`config.mk`:
```
export PLATFORM = sky130hd
export DESIGN_NAME = spi_regport
export DESIGN_NICKNAME = d
export VERILOG_FILES = /design/src/rtl/spi_regport_pkg.sv /design/src/rtl/spi_edge_sync.sv /design/src/rtl/spi_frame_fsm.sv /design/src/rtl/spi_sdo_drv.sv /design/src/rtl/spi_regport.sv
export SDC_FILE = /design/constraint.sdc
export NUM_CORES = 1
export LEC_CHECK = 0
export ABC_AREA = 1
export BUFFER_PORTS_ARGS = -buffer_cell sky130_fd_sc_hd__buf_4
export CORE_MARGIN = 2
export CORE_UTILIZATION = 44
export DETAILED_ROUTE_END_ITERATION = 10
export GPL_TIMING_DRIVEN = 0
export SKIP_LAST_GASP = 1
export SYNTH_ARGS = -nofsm -noshare
export SYNTH_HDL_FRONTEND = slang
export SYNTH_SLANG_ARGS = --single-unit
```
`constraint.sdc`:
```
create_clock -name clk -period 1.8 [get_ports clk]
set_input_delay 0.36 -clock clk [delete_from_list [all_inputs] [get_ports clk]]
set_output_delay 0.36 -clock clk [all_outputs]
set_load 0.01 [all_outputs]
```
`src/rtl/spi_regport_pkg.sv`:
```
package spi_regport_pkg;
  localparam int BYTE_W = 8;
  localparam int CNT_W  = $clog2(BYTE_W);

  typedef enum logic [1:0] {
    PH_CTRL = 2'd0,
    PH_ADDR = 2'd1,
    PH_DHI  = 2'd2,
    PH_DLO  = 2'd3
  } phase_e;
endpackage

```
`src/rtl/spi_edge_sync.sv`:
```
module spi_edge_sync #(
  parameter int STAGES = 2
) (
  input  logic clk,
  input  logic rst,
  input  logic sclk_i,
  input  logic cs_n_i,
  input  logic sdi_i,
  output logic sclk_rise,
  output logic sclk_fall,
  output logic cs_assert,
  output logic cs_active,
  output logic sdi_s
);
  localparam int TOP = STAGES - 1;

  logic [STAGES-1:0] sclk_q, csn_q, sdi_q;
  logic sclk_d, csn_d;

  always_ff @(posedge clk) begin
    if (rst) begin
      sclk_q <= '1;
      csn_q  <= '1;
      sdi_q  <= '0;
      sclk_d <= 1'b1;
      csn_d  <= 1'b1;
    end else begin
      sclk_q <= {sclk_q[TOP-1:0], sclk_i};
      csn_q  <= {csn_q[TOP-1:0], cs_n_i};
      sdi_q  <= {sdi_q[TOP-1:0], sdi_i};
      sclk_d <= sclk_q[TOP];
      csn_d  <= csn_q[TOP];
    end
  end

  assign sclk_rise = sclk_q[TOP] & ~sclk_d;
  assign sclk_fall = ~sclk_q[TOP] & sclk_d;
  assign cs_active = ~csn_q[TOP];
  assign cs_assert = ~csn_q[TOP] & csn_d;
  assign sdi_s     = sdi_q[TOP];
endmodule

```
`src/rtl/spi_frame_fsm.sv`:
```
module spi_frame_fsm
  import spi_regport_pkg::*;
#(
  parameter int ADDR_W = 7,
  parameter int DATA_W = 16,
  parameter int ID_W   = 4
) (
  input  logic              clk,
  input  logic              rst,
  input  logic [ID_W-1:0]   sel_id,
  input  logic              sclk_rise,
  input  logic              cs_assert,
  input  logic              cs_active,
  input  logic              sdi_s,
  output phase_e            phase_o,
  output logic              rd_hit_o,
  output logic              byte_end_o,
  output logic              acc_rd_o,
  output logic              acc_wr_o,
  output logic              acc_ram_o,
  output logic [ADDR_W-1:0] acc_addr_o,
  output logic [DATA_W-1:0] acc_wdata_o
);
  localparam int PAD_W = DATA_W - BYTE_W;

  logic [CNT_W-1:0]  bit_q;
  logic [BYTE_W-1:0] sh_q, hi_q;
  logic [BYTE_W-1:0] byte_w;
  phase_e            ph_q;
  logic              rd_q, hit_q, take;

  assign take       = sclk_rise & cs_active;
  assign byte_w     = {sh_q[BYTE_W-2:0], sdi_s};
  assign byte_end_o = take & (bit_q == CNT_W'(BYTE_W - 1));
  assign phase_o    = ph_q;
  assign rd_hit_o   = rd_q & hit_q;

  always_ff @(posedge clk) begin
    if (rst) begin
      bit_q       <= '0;
      sh_q        <= '0;
      hi_q        <= '0;
      ph_q        <= PH_CTRL;
      rd_q        <= 1'b0;
      hit_q       <= 1'b0;
      acc_rd_o    <= 1'b0;
      acc_wr_o    <= 1'b0;
      acc_ram_o   <= 1'b0;
      acc_addr_o  <= '0;
      acc_wdata_o <= '0;
    end else begin
      acc_rd_o <= 1'b0;
      acc_wr_o <= 1'b0;
      if (cs_assert && bit_q != '0) begin
        bit_q <= '0;
        ph_q  <= PH_CTRL;
      end else if (take) begin
        sh_q  <= byte_w;
        bit_q <= bit_q + 1'b1;
        if (byte_end_o) begin
          unique case (ph_q)
            PH_CTRL: begin
              rd_q      <= byte_w[7];
              acc_ram_o <= byte_w[6];
              hit_q     <= (byte_w[ID_W-1:0] == sel_id);
              ph_q      <= PH_ADDR;
            end
            PH_ADDR: begin
              acc_addr_o <= byte_w[ADDR_W-1:0];
              acc_rd_o   <= rd_q & hit_q;
              ph_q       <= acc_ram_o ? PH_DHI : PH_DLO;
            end
            PH_DHI: begin
              hi_q <= byte_w;
              ph_q <= PH_DLO;
            end
            PH_DLO: begin
              acc_wr_o    <= ~rd_q & hit_q;
              acc_wdata_o <= acc_ram_o ? {hi_q, byte_w} : {{PAD_W{1'b0}}, byte_w};
              ph_q        <= PH_CTRL;
            end
          endcase
        end
      end
    end
  end

  p_strobe_excl_r2: assert property (@(posedge clk) disable iff (rst)
    !(acc_rd_o && acc_wr_o));
  p_wr_pulse_r3: assert property (@(posedge clk) disable iff (rst)
    acc_wr_o |=> !acc_wr_o);
  p_reg_upper_r3: assert property (@(posedge clk) disable iff (rst)
    (acc_wr_o && !acc_ram_o) |-> (acc_wdata_o[DATA_W-1:BYTE_W] == '0));
  p_rd_pulse_r5: assert property (@(posedge clk) disable iff (rst)
    acc_rd_o |=> !acc_rd_o);
  p_softreset_r8: assert property (@(posedge clk) disable iff (rst)
    (cs_assert && bit_q != '0) |=> (ph_q == PH_CTRL && bit_q == '0));
endmodule

```
`src/rtl/spi_sdo_drv.sv`:
```
module spi_sdo_drv
  import spi_regport_pkg::*;
#(
  parameter int DATA_W = 16
) (
  input  logic              clk,
  input  logic              rst,
  input  logic              sclk_rise,
  input  logic              sclk_fall,
  input  logic              cs_active,
  input  logic              sdi_s,
  input  phase_e            phase,
  input  logic              rd_hit,
  input  logic              byte_end,
  input  logic              rd_stb,
  input  logic              ram_sel,
  input  logic [DATA_W-1:0] rdata,
  output logic              sdo_o,
  output logic              sdo_oe_o,
  output logic              thru_o
);
  logic [DATA_W-1:0] rsh_q;
  logic              ld_q, in_data;

  assign in_data = (phase == PH_DHI) || (phase == PH_DLO);

  always_ff @(posedge clk) begin
    if (rst) begin
      rsh_q    <= '0;
      ld_q     <= 1'b0;
      sdo_o    <= 1'b0;
      sdo_oe_o <= 1'b0;
      thru_o   <= 1'b0;
    end else begin
      ld_q <= rd_stb;
      if (ld_q) begin
        rsh_q <= ram_sel ? rdata : {rdata[BYTE_W-1:0], {(DATA_W-BYTE_W){1'b0}}};
      end else if (sclk_fall && cs_active && in_data && rd_hit) begin
        rsh_q <= {rsh_q[DATA_W-2:0], 1'b0};
      end
      if (!cs_active || byte_end) begin
        sdo_oe_o <= 1'b0;
        sdo_o    <= 1'b0;
      end else if (sclk_fall && in_data && rd_hit) begin
        sdo_oe_o <= 1'b1;
        sdo_o    <= rsh_q[DATA_W-1];
      end
      if (sclk_rise && cs_active) thru_o <= sdi_s;
    end
  end

  p_oe_dataphase_r6: assert property (@(posedge clk) disable iff (rst)
    sdo_oe_o |-> (in_data && rd_hit));
  p_cs_release_r6: assert property (@(posedge clk) disable iff (rst)
    !cs_active |=> !sdo_oe_o);
  p_quiet_low_r6: assert property (@(posedge clk) disable iff (rst)
    !sdo_oe_o |-> !sdo_o);
  p_thru_r10: assert property (@(posedge clk) disable iff (rst)
    (sclk_rise && cs_active) |=> (thru_o == $past(sdi_s)));
endmodule

```
`src/rtl/spi_regport.sv`:
```
module spi_regport
  import spi_regport_pkg::*;
#(
  parameter int ADDR_W      = 7,
  parameter int DATA_W      = 16,
  parameter int ID_W        = 4,
  parameter int SYNC_STAGES = 2
) (
  input  logic              clk,
  input  logic              rst,
  input  logic [ID_W-1:0]   sel_id_i,
  input  logic              sclk_i,
  input  logic              cs_n_i,
  input  logic              sdi_i,
  output logic              sdo_o,
  output logic              sdo_oe_o,
  output logic              thru_o,
  output logic              acc_rd_o,
  output logic              acc_wr_o,
  output logic              acc_ram_o,
  output logic [ADDR_W-1:0] acc_addr_o,
  output logic [DATA_W-1:0] acc_wdata_o,
  input  logic [DATA_W-1:0] acc_rdata_i
);
  logic   s_rise, s_fall, s_assert, s_active, s_sdi;
  logic   rd_hit, byte_end;
  phase_e phase;

  spi_edge_sync #(.STAGES(SYNC_STAGES)) u_sync (
    .clk(clk), .rst(rst), .sclk_i(sclk_i), .cs_n_i(cs_n_i), .sdi_i(sdi_i),
    .sclk_rise(s_rise), .sclk_fall(s_fall), .cs_assert(s_assert),
    .cs_active(s_active), .sdi_s(s_sdi)
  );

  spi_frame_fsm #(.ADDR_W(ADDR_W), .DATA_W(DATA_W), .ID_W(ID_W)) u_fsm (
    .clk(clk), .rst(rst), .sel_id(sel_id_i), .sclk_rise(s_rise),
    .cs_assert(s_assert), .cs_active(s_active), .sdi_s(s_sdi),
    .phase_o(phase), .rd_hit_o(rd_hit), .byte_end_o(byte_end),
    .acc_rd_o(acc_rd_o), .acc_wr_o(acc_wr_o), .acc_ram_o(acc_ram_o),
    .acc_addr_o(acc_addr_o), .acc_wdata_o(acc_wdata_o)
  );

  spi_sdo_drv #(.DATA_W(DATA_W)) u_sdo (
    .clk(clk), .rst(rst), .sclk_rise(s_rise), .sclk_fall(s_fall),
    .cs_active(s_active), .sdi_s(s_sdi), .phase(phase), .rd_hit(rd_hit),
    .byte_end(byte_end), .rd_stb(acc_rd_o), .ram_sel(acc_ram_o),
    .rdata(acc_rdata_i), .sdo_o(sdo_o), .sdo_oe_o(sdo_oe_o), .thru_o(thru_o)
  );
endmodule

```
==> metrics.yaml <==
status: "complete, no violations"
combinationalPowerShare_pct: 4.2
numPortBuffers: 53
grt_pass1_vias: 2779
dp.cells: 640
cts.clk_slew.worst_paths_ps: 80
internal-power_mw: 2.58
met3_usage_pct: 4.23
die_area_um2: 8310
vias_per_cell: 4.50
synth_area_um2: 3340
worst_pin_slew_ps: 576
cts_tree: "done"
reg2reg_depth: 8
die_h_um: 91.1
path_buf_inv: 1
ys_warn_count: 0
rrSetupSlack_ps: 170
power_density_nw_per_um2: 804
fillers: 772
root_buffer: "clkbuf_8"
layoutNonFillerInstCount: 658
synth_area_leader_cell: "dfxtp_1"
critPathCaptureType: "register"
fp-row-count: 31
drt_iter0_drc: 128
worstSkewPairLatency_ps: 340
slew_headroom_pct: 61.6
cp_data_required_time_ps: 2040
first_pass_iters: 4
htree_levels: 3
initial_utilization_pct: 45.8
yosysSeqAreaShare_pct: 45.5
crit_start: "u_fsm.bit_q[0]$_SDFFE_PP0P_"
path_cells: "ha_1, ha_1, nand4_4, nor2_4, buf_4, nand2_1, nand2_1, nor2_1"
r2r_start: "u_fsm.bit_q[0]$_SDFFE_PP0P_"
antenna_found_initial: 0
holdWs_ps: 198
yosysMostFrequentCell: "nand2_1"
cts_made_buffers: 9
crit_type: "register to register"
start_kind: "register"
clock_path_buffers: 2
max_cap_violations: 0
synthTopCellsByArea: "dfxtp_1 46%, nand2_1 20%, nor2_1 13%"
hold_viol: 0
yosys-top-cells-count: "176 x nand2_1, 112 x nor2_1, 76 x dfxtp_1"
post_drt_wl_per_cell_um: 11.0
postCtsHoldBufs: 0
synth_cells: 488
gp_congestion: 0.837
final_nets: 587
vias: 2964
pwr-share-seq_pct: 51.1
whs_endpoint: "u_sync.sclk_q[0]$_SDFF_PP1_"
ir_worst_vdd_mv: 0.425
cp_data_arrival_time_ps: 1870
synth_edf_count: 0
switching_share_pct: 22.1
critPathSlowestCell: "dfxtp_1"
coreArea_um2: 7290
fin_crit_sh_pct: 90.5
antenna_cells: 0
areaGrowthSynthToFinish_pct: 23.5
syn_area_per_cell_um2: 6.85
yosys_register_bits: 76
synth_ff_type: "dfxtp_1"
min_path_type: "input pin to register"
setup-violations-final: 0
clock-sinks: 76
whs_path_depth: 2
r2r-end: "u_fsm.hi_q[6]$_SDFFE_PP0P_"
grt_pass1_wl_um: 12500
cp_top_family: "simple AND/OR/NAND/NOR gates"
slowest_delay_ps: 370
gr-total-overflow: 0
p_clk_share_pct: 44.8
fmax_mhz: 614
die_x_um: 91.1
grt_max_degree: 15
wirelength_um: 7210
ys_types: 27
post-dp-hpwl_um: 5300
grtUsageTotal_pct: 18.6
p_leak_nw: 1.81
grt_use_met2_pct: 29.5
drive_above_1_share_pct: 17.4
synthArstFlopShare_pct: 0
post-route-drc-count: 0
grt_use_met1_pct: 24.6
fin_crit_ps: 1630
syn_nets: 521
rsz0062_at_grt: "yes"
yosysTopAreaCellShare_pct: 45.5
io_pins: 54
p_sw_mw: 0.731
min-delay-start: "sclk_i"
path_max_fanout: 10
slew_viol_final: 0
grt_busiest_layer: "met2"
cp.depth: 8
clock_skew_ps: 7.55
drtAntennaViolNets: 0
[cells by family after synthesis]
kind of cell               Yosys count  synth area share [%]
adders and majority gates            8                  3.00
and+or+nand+nor                    309                  37.2
AOI/OAI and AO/OA                   37                  6.07
DFF                                 76                  45.5
buffers and inverters               54                  7.15
xor gates and xnor gates             4                  1.05
[per-stage QoR]
stage | setup WS (ps) | TNS, ps | util, % | total power, mW | cell area (µm²)
global route | -11.1 | -11.1 | 56.6 | 3.44 | 4130
floorplan | 313 | 0 | - | 1.80 | 3340
detailed placement | 85.7 | 0 | 53.0 | 1.87 | 3860
CTS | 81.0 | 0 | 56.2 | 3.35 | 4100
global placement | 126 | 0 | 53.0 | 1.87 | 3860
finish | 171 | 0 | 56.6 | 3.32 | 4130
[power by group through the flow]
stage	logic (mW)	registers (mW)	clock network [mW]
2_1_floorplan	0.0709	1.73	0
3_3_place_gp	0.137	1.73	0
3_5_place_dp	0.138	1.73	0
4_1_cts	0.138	1.69	1.52
5_1_grt	0.155	1.69	1.59
6_report	0.138	1.69	1.48
[layout make-up]
class                   count  area (µm²)  area share, %
clock buffers              10         138           3.34
well taps                  99         124           3.00
clock inverters             6        95.1           2.31
repair buffers             55         413           10.0
inverters                  34         128           3.09
multi-input cells         358        1590           38.6
plain buffers              20         114           2.76
flip-flops and latches     76        1520           36.9
[placed cells by master, fill, tap and decap left out]
master / instances
bufinv_16: 2
nor2_1: 112
ha_1: 8
and3_1: 1
nor2_2: 1
inv_8: 1
buf_6: 2
nand2_4: 1
clkinv_1: 1
buf_4: 59
buf_2: 4
a211oi_1: 1
nor4_1: 1
nand3_1: 6
dfxtp_1: 76
clkinvlp_4: 2
or2_2: 5
xnor2_1: 4
clkbuf_1: 6
inv_6: 1
a21oi_1: 18
nor2_4: 3
nand2_1: 176
buf_1: 3
nand3_2: 1
clkbuf_8: 10
o21ai_0: 12
clkbuf_4: 1
inv_2: 2
a21boi_0: 5
nand4_4: 1
o21bai_1: 1
nand3_4: 1
inv_1: 31
[worst reg2reg max path, delay by kind of cell (launching register included)]
family,cells,cell delay [ps]
fa+ha+maj,2,370
buf+inv,1,200
flops,1,370
simple gates,5,590
[per-layer routing]
layer | wire length, µm | vias to the layer above
met3 | 295 | 9
met2 | 3200 | 47
met1 | 3600 | 1300
met5 | 0 | -
li1 | - | 1608
met4 | 109 | 0
[registers in the layout, indices dropped and copies added, names as in the netlist, 2 cells and up]
signal / flops
u_sync.csn_q: 2
u_sync.sclk_q: 2
u_fsm.acc_addr_o: 7
u_fsm.acc_wdata_o: 16
u_sdo.rsh_q: 16
u_fsm.bit_q: 3
u_sync.sdi_q: 2
u_fsm.hi_q: 8
u_fsm.phase_o: 2
u_fsm.sh_q: 7
[timing repair]
action	in CTS	in global routing
gates resized for setup	0	3
buffers inserted	0	2
setup endpoints to repair	0	26
[worst max-delay path by stage]
stage / to / slack (ps)
after global routing: u_fsm.acc_wdata_o[13]$_SDFFE_PP0P_ / -10
after detailed placement: u_fsm.acc_wdata_o[14]$_SDFFE_PP0P_ / 90
after global placement: u_fsm.acc_wdata_o[12]$_SDFFE_PP0P_ / 130
after floorplan: u_fsm.acc_wdata_o[10]$_SDFFE_PP0P_ / 310
after CTS: u_fsm.acc_wdata_o[14]$_SDFFE_PP0P_ / 80
final: u_fsm.hi_q[6]$_SDFFE_PP0P_ / 170
Power figures use the tool's default switching activity.
